## config.mk

```make
export PLATFORM = sky130hd
export DESIGN_NAME = bootrom_rd_seq
export DESIGN_NICKNAME = d
export VERILOG_FILES = /design/src/rtl/bootrom_seq_pkg.sv /design/src/rtl/bootrom_wait_timer.sv /design/src/rtl/bootrom_bus_drive.sv /design/src/rtl/bootrom_rd_seq.sv
export SDC_FILE = /design/constraint.sdc
export NUM_CORES = 1
export LEC_CHECK = 0
export BUFFER_PORTS_ARGS = -buffer_cell sky130_fd_sc_hd__buf_4
export CORE_MARGIN = 2
export CORE_UTILIZATION = 41
export CTS_CLUSTER_DIAMETER = 150
export DETAILED_ROUTE_END_ITERATION = 10
export GPL_TIMING_DRIVEN = 0
export PLACE_DENSITY = 0.79
export SETUP_SLACK_MARGIN = 0.4
export SKIP_LAST_GASP = 1
export SLEW_MARGIN = 5
export SYNTH_ARGS = -nofsm -noshare
export SYNTH_HDL_FRONTEND = slang
export SYNTH_SLANG_ARGS = --single-unit
```

## constraint.sdc

```tcl
create_clock -name clk -period 2.05 [get_ports clk]
set_clock_uncertainty 0.15 [all_clocks]
set_input_delay 0 -clock clk [delete_from_list [all_inputs] [get_ports clk]]
set_output_delay 0 -clock clk [all_outputs]
set_load 0.02 [all_outputs]
```

## src/rtl/bootrom_seq_pkg.sv

```systemverilog
package bootrom_seq_pkg;
  typedef enum logic [1:0] {
    ST_IDLE = 2'd0,
    ST_ALO  = 2'd1,
    ST_AHI  = 2'd2,
    ST_DATA = 2'd3
  } seq_state_e;
endpackage

```

## src/rtl/bootrom_wait_timer.sv

```systemverilog
module bootrom_wait_timer #(
  parameter int WAIT_CYC = 3
) (
  input  logic clk,
  input  logic rst_n,
  input  logic load,
  input  logic run,
  output logic last
);
  localparam int CNT_W = (WAIT_CYC < 2) ? 1 : $clog2(WAIT_CYC);

  logic [CNT_W-1:0] cnt;

  always_ff @(posedge clk or negedge rst_n) begin
    if (!rst_n) begin
      cnt <= '0;
    end else if (load) begin
      cnt <= CNT_W'(WAIT_CYC - 1);
    end else if (run && cnt != '0) begin
      cnt <= cnt - 1'b1;
    end
  end

  assign last = run && (cnt == '0);
endmodule

```

## src/rtl/bootrom_bus_drive.sv

```systemverilog
module bootrom_bus_drive
  import bootrom_seq_pkg::*;
#(
  parameter int DATA_W = 8,
  localparam int ADDR_W = 2 + 2 * DATA_W
) (
  input  seq_state_e        st,
  input  logic [ADDR_W-1:0] addr,
  output logic [DATA_W-1:0] ad_o,
  output logic              ad_oe,
  output logic              a1,
  output logic              a0,
  output logic              ce_n
);
  localparam int LO_BASE = 2;
  localparam int HI_BASE = 2 + DATA_W;

  always_comb begin
    ad_o  = '0;
    ad_oe = 1'b0;
    a1    = 1'b0;
    a0    = 1'b0;
    ce_n  = 1'b1;
    unique case (st)
      ST_ALO: begin
        ad_o  = addr[LO_BASE +: DATA_W];
        ad_oe = 1'b1;
        a0    = addr[0];
      end
      ST_AHI: begin
        ad_o  = addr[HI_BASE +: DATA_W];
        ad_oe = 1'b1;
        a1    = 1'b1;
        a0    = addr[0];
      end
      ST_DATA: begin
        ce_n = 1'b0;
        a1   = addr[1];
        a0   = addr[0];
      end
      default: ;
    endcase
  end
endmodule

```

## src/rtl/bootrom_rd_seq.sv

```systemverilog
module bootrom_rd_seq
  import bootrom_seq_pkg::*;
#(
  parameter int DATA_W   = 8,
  parameter int WAIT_CYC = 3,
  localparam int ADDR_W  = 2 + 2 * DATA_W
) (
  input  logic              clk,
  input  logic              rst_n,
  input  logic              req_valid,
  output logic              req_ready,
  input  logic [ADDR_W-1:0] req_addr,
  output logic              rsp_valid,
  output logic [DATA_W-1:0] rsp_data,
  output logic              rom_a0,
  output logic              rom_a1,
  output logic [DATA_W-1:0] rom_ad_o,
  output logic              rom_ad_oe,
  input  logic [DATA_W-1:0] rom_ad_i,
  output logic              rom_ce_n
);
  generate
    if (WAIT_CYC < 1 || WAIT_CYC > 15) begin : g_bad_wait
      $error("WAIT_CYC out of range 1..15");
    end
  endgenerate

  seq_state_e        st;
  logic [ADDR_W-1:0] addr_q;
  logic              wait_last;

  assign req_ready = (st == ST_IDLE);

  always_ff @(posedge clk or negedge rst_n) begin
    if (!rst_n) begin
      st        <= ST_IDLE;
      addr_q    <= '0;
      rsp_valid <= 1'b0;
      rsp_data  <= '0;
    end else begin
      rsp_valid <= 1'b0;
      unique case (st)
        ST_IDLE: if (req_valid) begin
          addr_q <= req_addr;
          st     <= ST_ALO;
        end
        ST_ALO: st <= ST_AHI;
        ST_AHI: st <= ST_DATA;
        ST_DATA: if (wait_last) begin
          rsp_data  <= rom_ad_i;
          rsp_valid <= 1'b1;
          st        <= ST_IDLE;
        end
        default: st <= ST_IDLE;
      endcase
    end
  end

  bootrom_wait_timer #(.WAIT_CYC(WAIT_CYC)) u_timer (
    .clk  (clk),
    .rst_n(rst_n),
    .load (st == ST_AHI),
    .run  (st == ST_DATA),
    .last (wait_last)
  );

  bootrom_bus_drive #(.DATA_W(DATA_W)) u_drive (
    .st   (st),
    .addr (addr_q),
    .ad_o (rom_ad_o),
    .ad_oe(rom_ad_oe),
    .a1   (rom_a1),
    .a0   (rom_a0),
    .ce_n (rom_ce_n)
  );
endmodule

```

After elaboration in Yosys (flattened, before gate mapping)
Cells that the tools add are included.

Register bits after elaboration: 31. Word-level logic and storage cells: 34. Output and inout bits: 22. Input port bits: 29.

Equality and inequality tests: 5. Reductions and logical operators: 11. Multiplexer cells: 12. Add/sub/neg operators: 1.

Operators with widths (count): case mux 8 bit (2 select lines) (1); 2-to-1 mux 2 bit (4); case mux 2 bit (4 select lines) (1); AND reduction 2 bit (3); 2-to-1 mux 1 bit (5); equality test 2 bit, second input constant (2); zero test 2 bit (2); != test 2 bit, second input constant (2); nonzero test 2 bit (2); OR reduction 3 bit (1); equality test 2 x 1 -> 1 bit, second input constant (1); logical AND 1 bit (2); case mux 1 bit (2 select lines) (1); OR reduction 2 bit (1); subtractor 2 x 1 -> 2 bit, second input constant (1).

Longest topological paths before layout
Gate-level depths: netlist (run 1).

Depth after elaboration: 4. Depth in mapped cells: 5. Mapped depth without buffers: 5.

By module
Synthesis (run 1) repeated with hierarchy kept, for this count alone.

Cells, all modules: 109. Area, all modules: 1572.8 um^2.

Modules (own cells, without submodules): bootrom_rd_seq (cells each 69, area an instance 1167.4 um^2, seq. area each 725.7 um^2, times used 1); bootrom_bus_drive (cells each 27, area an instance 269.0 um^2, seq. area each 0.0 um^2, times used 1); bootrom_wait_timer (cells each 13, area an instance 136.4 um^2, seq. area each 50.0 um^2, times used 1).

Worst setup path before layout (run 1)
Ideal clock, no wire load.

Path kind: register -> register. Start: reg st[0]. End: reg addr_q[10]. Cell stages (with the launch flop): 6. Library setup time: 0.125 ns. Period minus slack after synthesis: 1.746 ns. Required time: 1.775 ns. Path buffers: 1. Arrival: 1.471 ns. Path slack: 0.304 ns. Cells stage by stage: dfrtp_1 > inv_1 > ha_1 > nand2_4 > buf_6 > mux2_4.

Longest elaborated chain between the ends: 2.

RTL lines: start: declaration (RTL line bootrom_rd_seq.sv:28) `seq_state_e st;`; start signal: assignment (RTL line bootrom_rd_seq.sv:36) `st <= ST_IDLE;`; start signal: assignment (RTL line bootrom_rd_seq.sv:45) `st <= ST_ALO;`; start signal: assignment (RTL line bootrom_rd_seq.sv:47) `ST_ALO: st <= ST_AHI;`; zero test 2 bit; via req_ready (RTL line bootrom_rd_seq.sv:11) `output logic req_ready,`; AND reduction 2 bit (no line); end signal: assignment (RTL line bootrom_rd_seq.sv:44) `addr_q <= req_addr;`; end: declaration (RTL line bootrom_rd_seq.sv:29) `logic [ADDR_W-1:0] addr_q;`.

The timed path passes the listed nets, and every way through them passes these cells. A chain may end at the register's enable or synchronous reset.

Worst setup path after layout (run 1)
Start: reg st[1]. End: out rom_ad_o[5].

Longest elaborated chain between the ends: 2. Elaborated cells between the ends (all ways): 3. Classes of those cells: 2 x eq/ne; 1 x mux.

RTL lines: equality test 2 bit / equality test 2 x 1 -> 1 bit (equally long branches) (RTL line bootrom_bus_drive.sv:24) `unique case (st)`; case mux 8 bit (2 select lines) * (RTL line bootrom_bus_drive.sv:24); end: declaration (RTL line bootrom_rd_seq.sv:17) `output logic [DATA_W-1:0] rom_ad_o,`.

Every way passes the cells marked *; elsewhere a longest branch is shown, timed or not.

==> results of run 1 <==
[power breakdown]
part | switching, µW | leakage (µW) | internal [µW] | total, µW
clock network | 205 | 0.0000386 | 202 | 407
registers | 229 | 0.000365 | 925 | 1150
logic | 1030 | 0.000796 | 1300 | 2330
[worst max path at each step]
stage                             end  slack (ns)  depth (start not counted)
final                     rom_ad_o[5]        0.32                          6
after global routing      rom_ad_o[5]        0.24                          6
after CTS                 rom_ad_o[5]        0.30                          6
after detailed placement   addr_q[15]        0.32                          5
after global placement     addr_q[12]        0.38                          5
after floorplan            addr_q[10]        0.41                          5
[state kept, by name, summed over array words and instances, names as in the netlist]
signal	cells
addr_q	18
st	2
u_timer.cnt	2
rsp_data	8
rsp_valid	1
[cells in the final DEF, fill, tap and decap left out, types with 2 or more instances in the layout]
cell           netlist  final
buf_4                0     58
dlygate4sd3_1        0     31
dfrtp_1             31     30
mux2_2              18     17
mux2_4              10     11
a22oi_2              0      8
nor2b_1              9      8
inv_1                7      5
clkbuf_4             0      5
nor2_1               4      4
ha_1                 7      3
ha_4                 0      3
buf_12               0      2
a21oi_2              0      2
nand2b_1             2      2
clkbuf_8             0      2
buf_6                1      2
[final cells by class]
| cell class | instances | area [µm²] |
|---|---|---|
| flip-flops and latches | 31 | 777 |
| inverters | 7 | 28.8 |
| plain buffers | 3 | 55.1 |
| well taps | 46 | 57.6 |
| clock buffers | 8 | 68.8 |
| multi-input cells | 65 | 752 |
| fillers | 209 | 882 |
| repair buffers | 91 | 768 |
[per-layer routing]
metal,share of wire [%],vias up
met5,0,-
li1,-,559
met1,41,597
met3,5.8,2
met4,0.29,0
met2,53,46
[cell families after synthesis]
kind of cell | Yosys count
adder cells (fa/ha/maj) | 7
flip-flops | 31
multiplexers | 28
AO/OA/AOI/OAI | 12
AND/OR/NAND/NOR | 18
buffers and inverters | 10
[critical path: stages, from the launching register on]
cell	delay (ns)
dfrtp_2	0.48
inv_4	0.07
ha_4	0.17
buf_8	0.14
a22oi_2	0.17
nor2b_1	0.07
buf_4	0.15
[through the flow]
stage | instance area (µm²) | setup WS (ns) | hold slack [ns]
after floorplan | 1460 | 0.410 | -0.446
after global placement | 1890 | 0.379 | -0.206
after detailed placement | 1890 | 0.321 | -0.195
after CTS | 2370 | 0.304 | -0.0358
after global routing | 2510 | 0.238 | 0.291
final | 2510 | 0.320 | 0.291
[repair_timing]
action	4_1_cts	5_1_grt
setup buffers	3	7
endpoints found under the setup margin	30	29
hold buffers	29	2
resized for setup	23	15
pin swaps	3	9
hold endpoints to repair	57	16
==> results.md, run 1 <==
- Core footprint: 3390 µm²
- Seq/Total Area, Yosys: 53.2%
- Commonest cells post-synth: 31 x dfrtp_1, 18 x mux2_2, 10 x mux2_4
- Design Power: 3890 µW
- DR vias: 1,204
- Top cells by area, synth: dfrtp_1 53%, mux2_2 14%, mux2_4 10%
- Compound-Gate Fraction of Synth Area: 6.17%
- Die area: 4050 µm²
- Post-DP HPWL: 2.36 mm
- Syn-to-layout area delta: 71.9%
- Number of port buffers: 50
- Layout cell share with drive strength beyond 1: 58.0%
- Worst hold path cell count: 3
- Simple-Gate Fraction of Synth Area: 7.29%
- Max cap viols: 0
- RSZ-0062 raised after global routing: yes
- Min-Delay Startpoint: rom_ad_i[4]
- Starting Density: 43.0%
- Slew HR: 50.4%
- Worst reg2reg path depth: 5
- Syn Nets: 142
- Detail Route Antenna Nets: 0
- 1st-pass router iterations: 4
- Max Fclk: 578 MHz
- Yosys warnings: 0
- Mux share of post-synthesis cell area: 24.2%
- Outcome: complete, no violations
- Antenna violations before repair: 0
- Crit path launch: st[1]
- Largest net degree at the start of global routing: 26
- Post-Layout Cell Count: 251
- # nets final: 240
- VDD IR max: 1.10 mV
- Hold Path Class: in -> reg
- Pwr dens: 1550 nW/µm²
- Register bit count reported by yosys: 31
- Placer Congestion: 0.758
- Worst setup SP type: flop
- Fin crit share: 84.4%
- H-tree depth: 2
- Clock sinks: 31
- Setup TNS: 0 ns
- Vias in the first global route: 1,305
- # IOs: 51
- GR Util met1: 22.5%
- Largest family of logic cells by synthesized area: multiplexers
- Synth Cell Area: 1460 µm²
- Routed Wire Length: 3.82 mm
- Synth Area in XOR/XNOR: 0%
- R2r endpoint: st[1]
- First-pass GRT wire length: 6.01 mm
- Final Util: 74.0%
- Routed length per instance: 15.2 µm
- Root Buffer: clkbuf_4
- CTS clk-pin slew, worst paths: 0.09 ns
- R2r setup slk: 0.38 ns
- Cell Rows: 21
- GRT Residual Overflow: 0
- Total CTS buffers: 5
- Yosys top cell by area: dfrtp_1
- Synth Area in Adders: 6.00%
- Post-synth EDFFs: 0
- Worst Tran Pin Value: 0.741 ns
- Slew Viols, Final: 0
- Synth top area share: 53.2%
- Arr. time, crit path: 1.58 ns
- Clk buf depth: 2
- CTS tree: built
- Max Fanout on Critical Path: 8
- Most common cell in the netlist: dfrtp_1
- Starting DRT DRC Count: 36
- CP Data Required Time: 1.90 ns
- Leakage: 0.00120 µW
- Grt met3 use: 5.71%
- DIE HEIGHT: 63.7 µm
- Crit end category: output port
- Vias per cell: 4.80
- WHS Endpoint: rsp_data[4]
- Reg-to-Reg Start: st[0]
- Ys async rst share: 100%
- Die Wd: 63.7 µm
- Final hold vios: 0
- Cell variety after synth: 18
- Diode count: 0
- Avg Inst Size Synth: 13.8 µm²
- Clock Latency Late Sink: 0.33 ns
- Post-Syn Instances: 106
- Layer with the highest usage: met2
- Global routing usage on met2: 35.1%
- Min Tclk post-route: 1.73 ns
- Placed cells: 202
- Total track usage: 19.4%
- WS Path Type: reg -> out
- Drt drc: 0
- Top_reg_cell synth: dfrtp_1
- Final setup violation count: 0
No activity file was read; power rests on OpenSTA's default activity.
==> run 2: changes to the inputs <==
--- a/config.mk
+++ b/config.mk
@@ -11,7 +11,7 @@
 export CTS_CLUSTER_DIAMETER = 150
 export DETAILED_ROUTE_END_ITERATION = 10
 export GPL_TIMING_DRIVEN = 0
-export PLACE_DENSITY = 0.79
+export PLACE_DENSITY = 0.81
 export SETUP_SLACK_MARGIN = 0.4
 export SKIP_LAST_GASP = 1
 export SLEW_MARGIN = 5
==> constraint.sdc (replaced) <==
create_clock -name clk -period 1.5 [get_ports clk]
set_clock_uncertainty 0.15 [all_clocks]
set_input_delay 0 -clock clk [delete_from_list [all_inputs] [get_ports clk]]
set_output_delay 0 -clock clk [all_outputs]
set_load 0.02 [all_outputs]
==> run 2 against run 1 <==
Against the previous run: first-iteration DRC count increased by 53%; non-clock buffer count unchanged; wire length increased by 22%; the run now ends with hold timing, setup timing left; via count increased by 2.7%; clock power increased by 16%; sequential share of layout area decreased by 1.7 points; global-route usage increased by 4.2 points; combinational power increased by 65%.
==> results.md, run 2 (synthesis results as in run 1) <==
- WHS Endpoint: addr_q[17]
- VDD IR max: 1.47 mV (+34%)
- RSZ-0062 raised after global routing: yes
- Clock sinks: 31 (unchanged)
- Clock Latency Late Sink: 0.33 ns (about the same)
- Final hold vios: 32 (+32)
- Largest net degree at the start of global routing: 32 (+23%)
- Min-Delay Startpoint: req_valid
- Biggest regs: addr_q: 18 flops, rsp_data: 8 flops
- GRT Residual Overflow: 0 (unchanged)
- WS Path Type: reg -> out
- Outcome: finished with violations
- Switching power of the nets: 2340 µW (+59%)
- Sequential power share: 27.5% (-2.2 points)
- Cell Int Power: 3610 µW (+49%)
- Max Fanout on Critical Path: 8 (unchanged)
- H-tree depth: 2 (unchanged)
- Number of port buffers: 50 (unchanged)
- Syn-to-layout area delta: 82.3%
- Diode count: 0 (unchanged)
- Root Buffer: clkbuf_4
- Vias per cell: 4.90 (+2.3%)
- Max Fclk: 569 MHz
- Crit end category: output port
- Vias in the first global route: 1,335 (+2.3%)
- Total CTS buffers: 5 (unchanged)
- Routed length per instance: 18.4 µm (+21%)
- R2r endpoint: st[1]
- Leakage: 0.00126 µW (+4.8%)
- Setup ws final: -0.258 ns (-0.578 ns)
- Clk buf depth: 2 (unchanged)
- Combinational Power Share: 64.6% (+4.7 points)
- First-pass GRT wire length: 7.08 mm (+18%)
- Design Power: 5940 µW (+53%)
- Layout cell share with drive strength beyond 1: 66.5% (+8.5 points)
- Slew HR: 73.4% (+23 points)
- Placer Congestion: 0.721 (-5.0%)
- Max FFs per register: 18 (unchanged)
- Pwr dens: 2230 nW/µm² (+44%)
- Clock share of power: 7.9% (-2.5 points)
- CTS clk-pin slew, worst paths: 0.09 ns (about the same)
- Die Wd: 63.7 µm (unchanged)
- CTS tree: built
- Biggest register: addr_q
- # IOs: 51 (unchanged)
- CP Data Required Time: 1.35 ns (-0.55 ns)
- Core footprint: 3390 µm² (unchanged)
- Commonest cells after routing, fill and taps aside: 49 x buf_4, 29 x dfrtp_1, 27 x dlygate4sd3_1, 16 x mux2_4, 14 x buf_6
- Switching part of the total power: 39.3% (+1.6 points)
- Detail Route Antenna Nets: 0 (unchanged)
- Grt met3 use: 6.61% (+0.89 points)
- DIE HEIGHT: 63.7 µm (unchanged)
- Worst setup SP type: flop
- Hold Path Class: in -> reg
- GR Util met1: 27.2% (+4.7 points)
- Starting DRT DRC Count: 55 (+53%)
- Arr. time, crit path: 1.61 ns (+0.03 ns)
- Routed Wire Length: 4.64 mm (+22%)
- Max cap viols: 0 (unchanged)
- R2r setup slk: -0.16 ns (-0.54 ns)
- Commonest non-fill, non-tap cell in the layout: buf_4
- Layer with the highest usage: met2
- Min Tclk post-route: 1.76 ns
- Global routing usage on met2: 41.2% (+6.1 points)
- Cell Rows: 21 (unchanged)
- Worst Tran Pin Value: 0.399 ns (-0.342 ns)
- # nets final: 241 (+0.42%)
- Die area: 4050 µm² (unchanged)
- Post-DP HPWL: 2.27 mm (-3.8%)
- Post-CTS Hold Buffers: 27 (-6.9%)
- Fin Hold WS: -0.0424 ns (-0.334 ns)
- 1st-pass router iterations: 4 (unchanged)
- Final Util: 78.5% (+4.5 points)
- Setup TNS: -4.66 ns (-4.66 ns)
- DR vias: 1,236 (+2.7%)
- Final setup violation count: 40 (+40)
- Filler cells: 182 (-13%)
- Failing checks: hold timing, setup timing
- Starting Density: 43.0% (unchanged)
- Reg-to-Reg Start: st[0]
- Fin crit share: 117%
- Worst reg2reg path depth: 5 (unchanged)
- Slew Viols, Final: 0 (unchanged)
- Antenna violations before repair: 0 (unchanged)
- Total track usage: 23.5% (+4.2 points)
- Worst hold path cell count: 3 (unchanged)
- Drt drc: 0 (unchanged)
[run 2: cell types whose count changed in the layout (fill, tap and decap cells not counted), moves of 2 or more]
| cell | before | now |
|---|---|---|
| buf_4 | 58 | 49 |
| nor2b_1 | 8 | 0 |
| clkbuf_8 | 2 | 0 |
| ha_4 | 3 | 5 |
| mux2_4 | 11 | 16 |
| ha_1 | 3 | 1 |
| dlygate4sd3_1 | 31 | 27 |
| nor2b_2 | 0 | 8 |
| buf_6 | 2 | 14 |
| mux2_2 | 17 | 12 |
[run 2: per-layer routing]
layer / up-vias / wire [µm]
li1: 568 / -
met1: 630 / 1890
met2: 30 / 2520
met3: 8 / 139
met4: 0 / 96
met5: - / 0
[run 2: power by group through the flow]
stage | registers (µW) | logic (µW) | clock network, µW
after floorplan | 1610 | 1760 | 0
after global placement | 1510 | 2620 | 0
after detailed placement | 1540 | 2690 | 0
after CTS | 1580 | 3460 | 466
after global routing | 1670 | 4010 | 532
final | 1630 | 3840 | 471
[run 2: worst max-delay path by stage]
stage	start	end	slack, ns	depth (start not counted)
2_1_floorplan	st[1]	addr_q[10]	-0.03	5
3_3_place_gp	st[1]	addr_q[13]	-0.07	5
3_5_place_dp	st[1]	addr_q[13]	-0.11	5
4_1_cts	st[0]	rom_ad_o[7]	-0.21	6
5_1_grt	st[1]	rom_ad_o[2]	-0.31	6
6_report	st[1]	rom_ad_o[2]	-0.26	6
[run 2: layout make-up]
| type | count | area, µm² | share of cell area, % |
|---|---|---|---|
| plain buffers | 3 | 65.1 | 2.45 |
| clock buffers | 7 | 45.0 | 1.69 |
| clock inverters | 1 | 5.00 | 0.188 |
| inverters | 7 | 31.3 | 1.18 |
| multi-input cells | 66 | 855 | 32.1 |
| flip-flops and latches | 31 | 778 | 29.3 |
| well taps | 46 | 57.6 | 2.16 |
| repair buffers | 91 | 823 | 31.0 |
[run 2: repair_timing]
item / in CTS / in global routing
endpoints found under the hold margin: 58 / 1
resized for setup: 39 / 13
endpoints found under the setup margin: 44 / 44
cloned: 2 / 0
buffers inserted: 8 / 5
pin swaps: 6 / 6
[run 2: worst max-delay path: stages, from the launching register on]
cell       delay [ns]
dfrtp_2          0.49
inv_4            0.11
ha_4             0.14
clkbuf_16        0.16
a22oi_2          0.07
nor2b_2          0.17
buf_6            0.14
[run 2: per-stage QoR]
stage | std cells | area (µm²) | setup slack (ns)
floorplan | 106 | 1530 | -0.0260
global placement | 202 | 1960 | -0.0705
detailed placement | 202 | 1960 | -0.112
CTS | 247 | 2570 | -0.207
global route | 252 | 2660 | -0.309
finish | 252 | 2660 | -0.258
==> run 3: changes to the inputs <==
--- a/config.mk
+++ b/config.mk
@@ -5,6 +5,7 @@
 export SDC_FILE = /design/constraint.sdc
 export NUM_CORES = 1
 export LEC_CHECK = 0
+export ABC_AREA = 1
 export BUFFER_PORTS_ARGS = -buffer_cell sky130_fd_sc_hd__buf_4
 export CORE_MARGIN = 2
 export CORE_UTILIZATION = 41
==> run 3 against run 2 <==
Against the previous run: the flow finishes with violations (setup timing); synthesized area grew 5.0%; clock power grew 31%; critical path depth is the same; power grew 7.6%; hold slack gained 0.090 ns; clock-buffer cell count is the same; wire length grew 4.7%; non-clock buffer count grew 10; combinational power grew 9.4%; sequential cell count is the same; first-iteration DRC count grew 18%; register-to-register slack gained 0.20 ns; critical endpoint is now rom_ad_o[7]; largest cell class unchanged; highest routed layer unchanged.
==> results.md, run 3 <==
- GR Util met1: 25.0% (-2.2 points)
- Max Fclk: 584 MHz (+2.7%)
- Drt drc: 0 (unchanged)
- Ys async rst share: 100% (unchanged)
- Die Wd: 65.1 µm (+2.3%)
- Crit end category: output port
- WS Path Type: reg -> out
- Design Power: 6390 µW (+7.6%)
- Worst Tran Pin Value: 0.400 ns (+0.000669 ns)
- Hold Path Class: in -> async
- Root Buffer: clkbuf_8
- Seq/Total Area, Yosys: 50.7% (-2.5 points)
- Global routing usage on met2: 46.5% (+5.3 points)
- VDD IR max: 1.12 mV (-24%)
- Clk buf depth: 2 (unchanged)
- Post-Layout Cell Count: 338 (+34%)
- Register bit count reported by yosys: 31 (unchanged)
- Avg Inst Size Synth: 8.32 µm² (-40%)
- DIE HEIGHT: 65.1 µm (+2.3%)
- Failing checks: setup timing
- Final setup violation count: 10 (-75%)
- Routed length per instance: 14.4 µm (-22%)
- Grt met3 use: 5.82% (-0.79 points)
- First-pass GRT wire length: 7.46 mm (+5.4%)
- H-tree depth: 2 (unchanged)
- # IOs: 51 (unchanged)
- Antenna violations before repair: 0 (unchanged)
- Arr. time, crit path: 1.56 ns (-0.05 ns)
- Post-Syn Instances: 184 (+74%)
- Yosys warnings: 0 (unchanged)
- GRT Residual Overflow: 0 (unchanged)
- Design area: 2950 µm² (+11%)
- Placed cell area: 2110 µm² (+7.6%)
- Most common cell in the netlist: nand2_1
- Clock Latency Late Sink: 0.28 ns (-0.05 ns)
- Cell variety after synth: 15 (-3)
- Max FFs per register: 18 (unchanged)
- Layout cell share with drive strength beyond 1: 50.3% (-16 points)
- Fin crit share: 114% (-3.1 points)
- Outcome: finished with violations
- Biggest register: addr_q
- Synth top area share: 50.7% (-2.5 points)
- 1st-pass router iterations: 4 (unchanged)
- Leakage: 0.00143 µW (+14%)
- Total track usage: 23.7% (+0.19 points)
- Starting DRT DRC Count: 65 (+18%)
- Max cap viols: 0 (unchanged)
- CP Data Required Time: 1.35 ns (about the same)
- Top cells by area, synth: dfrtp_1 51%, nand2_1 19%, nand3_1 6.9%
- Fin Hold WS: 0.0478 ns (+0.0902 ns)
- CTS tree: built
- Number of port buffers: 49 (-2.0%)
- Pwr dens: 2170 nW/µm² (-2.9%)
- Die area: 4240 µm² (+4.7%)
- Largest net degree at the start of global routing: 32 (unchanged)
- Placed cells: 281 (+39%)
- Clock sinks: 31 (unchanged)
- Worst setup SP type: flop
- Commonest cells after routing, fill and taps aside: 61 x nand2_1, 49 x buf_4, 29 x dfrtp_1, 28 x dlygate4sd3_1, 19 x buf_6
- Slew Viols, Final: 0 (unchanged)
- Slew HR: 73.3% (about the same)
- Total CTS buffers: 5 (unchanged)
- Syn Nets: 220 (+55%)
- RSZ-0062 raised after global routing: yes
- Diode count: 0 (unchanged)
- Post-synth EDFFs: 0 (unchanged)
- Yosys top cell by area: dfrtp_1
- Final hold vios: 0 (-100%)
- Vias per cell: 4.77 (-2.8%)
- Synth Cell Area: 1530 µm² (+5.0%)
- Syn-to-layout area delta: 92.6%
- Top_reg_cell synth: dfrtp_1
- Detail Route Antenna Nets: 0 (unchanged)
- # nets final: 325 (+35%)
- Cell Rows: 22 (+4.8%)
- Setup ws final: -0.211 ns (+0.0464 ns)
- Layer with the highest usage: met2
- Post-DP HPWL: 2.55 mm (+12%)
- CTS clk-pin slew, worst paths: 0.06 ns (-0.03 ns)
- DR vias: 1,611 (+30%)
- Biggest regs: addr_q: 18 flops, rsp_data: 8 flops
- Max Fanout on Critical Path: 5 (-3)
- Commonest non-fill, non-tap cell in the layout: nand2_1
- Placer Congestion: 0.736 (+2.1%)
- Vias in the first global route: 1,643 (+23%)
- Starting Density: 42.1% (-0.89 points)
- Min Tclk post-route: 1.71 ns (-0.0464 ns)
- Core footprint: 3630 µm² (+7.2%)
- Routed Wire Length: 4.86 mm (+4.7%)
- Commonest cells post-synth: 78 x nand2_1, 31 x dfrtp_1, 21 x nand3_1
==> run 3: cell count changes after synthesis, sizes merged, moves of 2 or more <==
cell,change
inv,+5
buf,+5
mux2,-28
nand3,+21
nand2,+90
a21oi,+8
a22oi,-8
nand2b,-2
nor2b,-9
==> run 3: cell type report <==
class / count / area [µm²]
sequential: 31 / 778
buffer: 7 / 96.3
tap: 48 / 60.1
multi-input combinational: 135 / 938
clock buffer: 7 / 76.3
fill: 205 / 684
timing repair buffer: 97 / 936
inverter: 12 / 58.8
clock inverter: 1 / 5.00
==> run 3: what timing repair did <==
item / CTS / global route
hold buffers: 28 / 0
pin swaps: 7 / 8
hold endpoints to repair: 57 / 0
setup endpoints to repair: 44 / 44
setup buffers: 13 / 4
cloned: 3 / 1
gates resized for setup: 26 / 36
==> run 3: where the power goes <==
part           internal [µW]  switching (µW)  total, µW
registers               1240             330       1570
clock network            325             295        619
logic                   2110            2090       4200
==> run 3: through the flow <==
stage | utilization [%] | setup TNS (ns) | worst slack, ns
5_1_grt | 81.2 | -2.27 | -0.261
4_1_cts | 75.9 | -2.07 | -0.255
6_report | 81.2 | -1.73 | -0.211
3_3_place_gp | 58.2 | -0.0450 | -0.0181
3_5_place_dp | 58.2 | -0.368 | -0.0797
2_1_floorplan | - | 0 | 0.0845
==> run 3: critical path: stages (launching register included) <==
cell and delay (ns):
dfrtp_2 0.42, inv_4 0.06, ha_4 0.28, clkinvlp_4 0.11, buf_6 0.16, a21oi_2 0.11
buf_4 0.15
==> run 3: metal layers <==
layer | share of wire (%) | wire length, µm | vias up
met3 | 3.9 | 191 | 8
li1 | - | - | 785
met1 | 39 | 1880 | 769
met4 | 1.6 | 80 | 0
met5 | 0 | 0 | -
met2 | 56 | 2700 | 49
==> run 3: path summary, 6_finish.rpt <==
kind | startpoint | to | slack (ns) | cells after the start
worst max-delay path | st[0] | rom_ad_o[7] | -0.21 | 6
worst min-delay path | rst_n | addr_q[6] | 0.05 | 2
worst max register to register | st[0] | addr_q[7] | 0.04 | 7
worst min register to register | rsp_data[1] | rsp_data[1] | 0.34 | 2
max in group asynchronous | rst_n | st[1] | 0.84 | 2
min in group clk | rom_ad_i[2] | rsp_data[2] | 0.30 | 4
==> run 3: cells by family (layout without fill, tap and decap cells) <==
kind of cell	Yosys count	after routing	synth area share (%)
AO/OA/AOI/OAI	10	10	3.27
adder cells (fa/ha/maj)	7	7	5.72
buffers and inverters	19	124	7.03
flip-flops	31	31	50.7
AND/OR/NAND/NOR	117	118	33.3
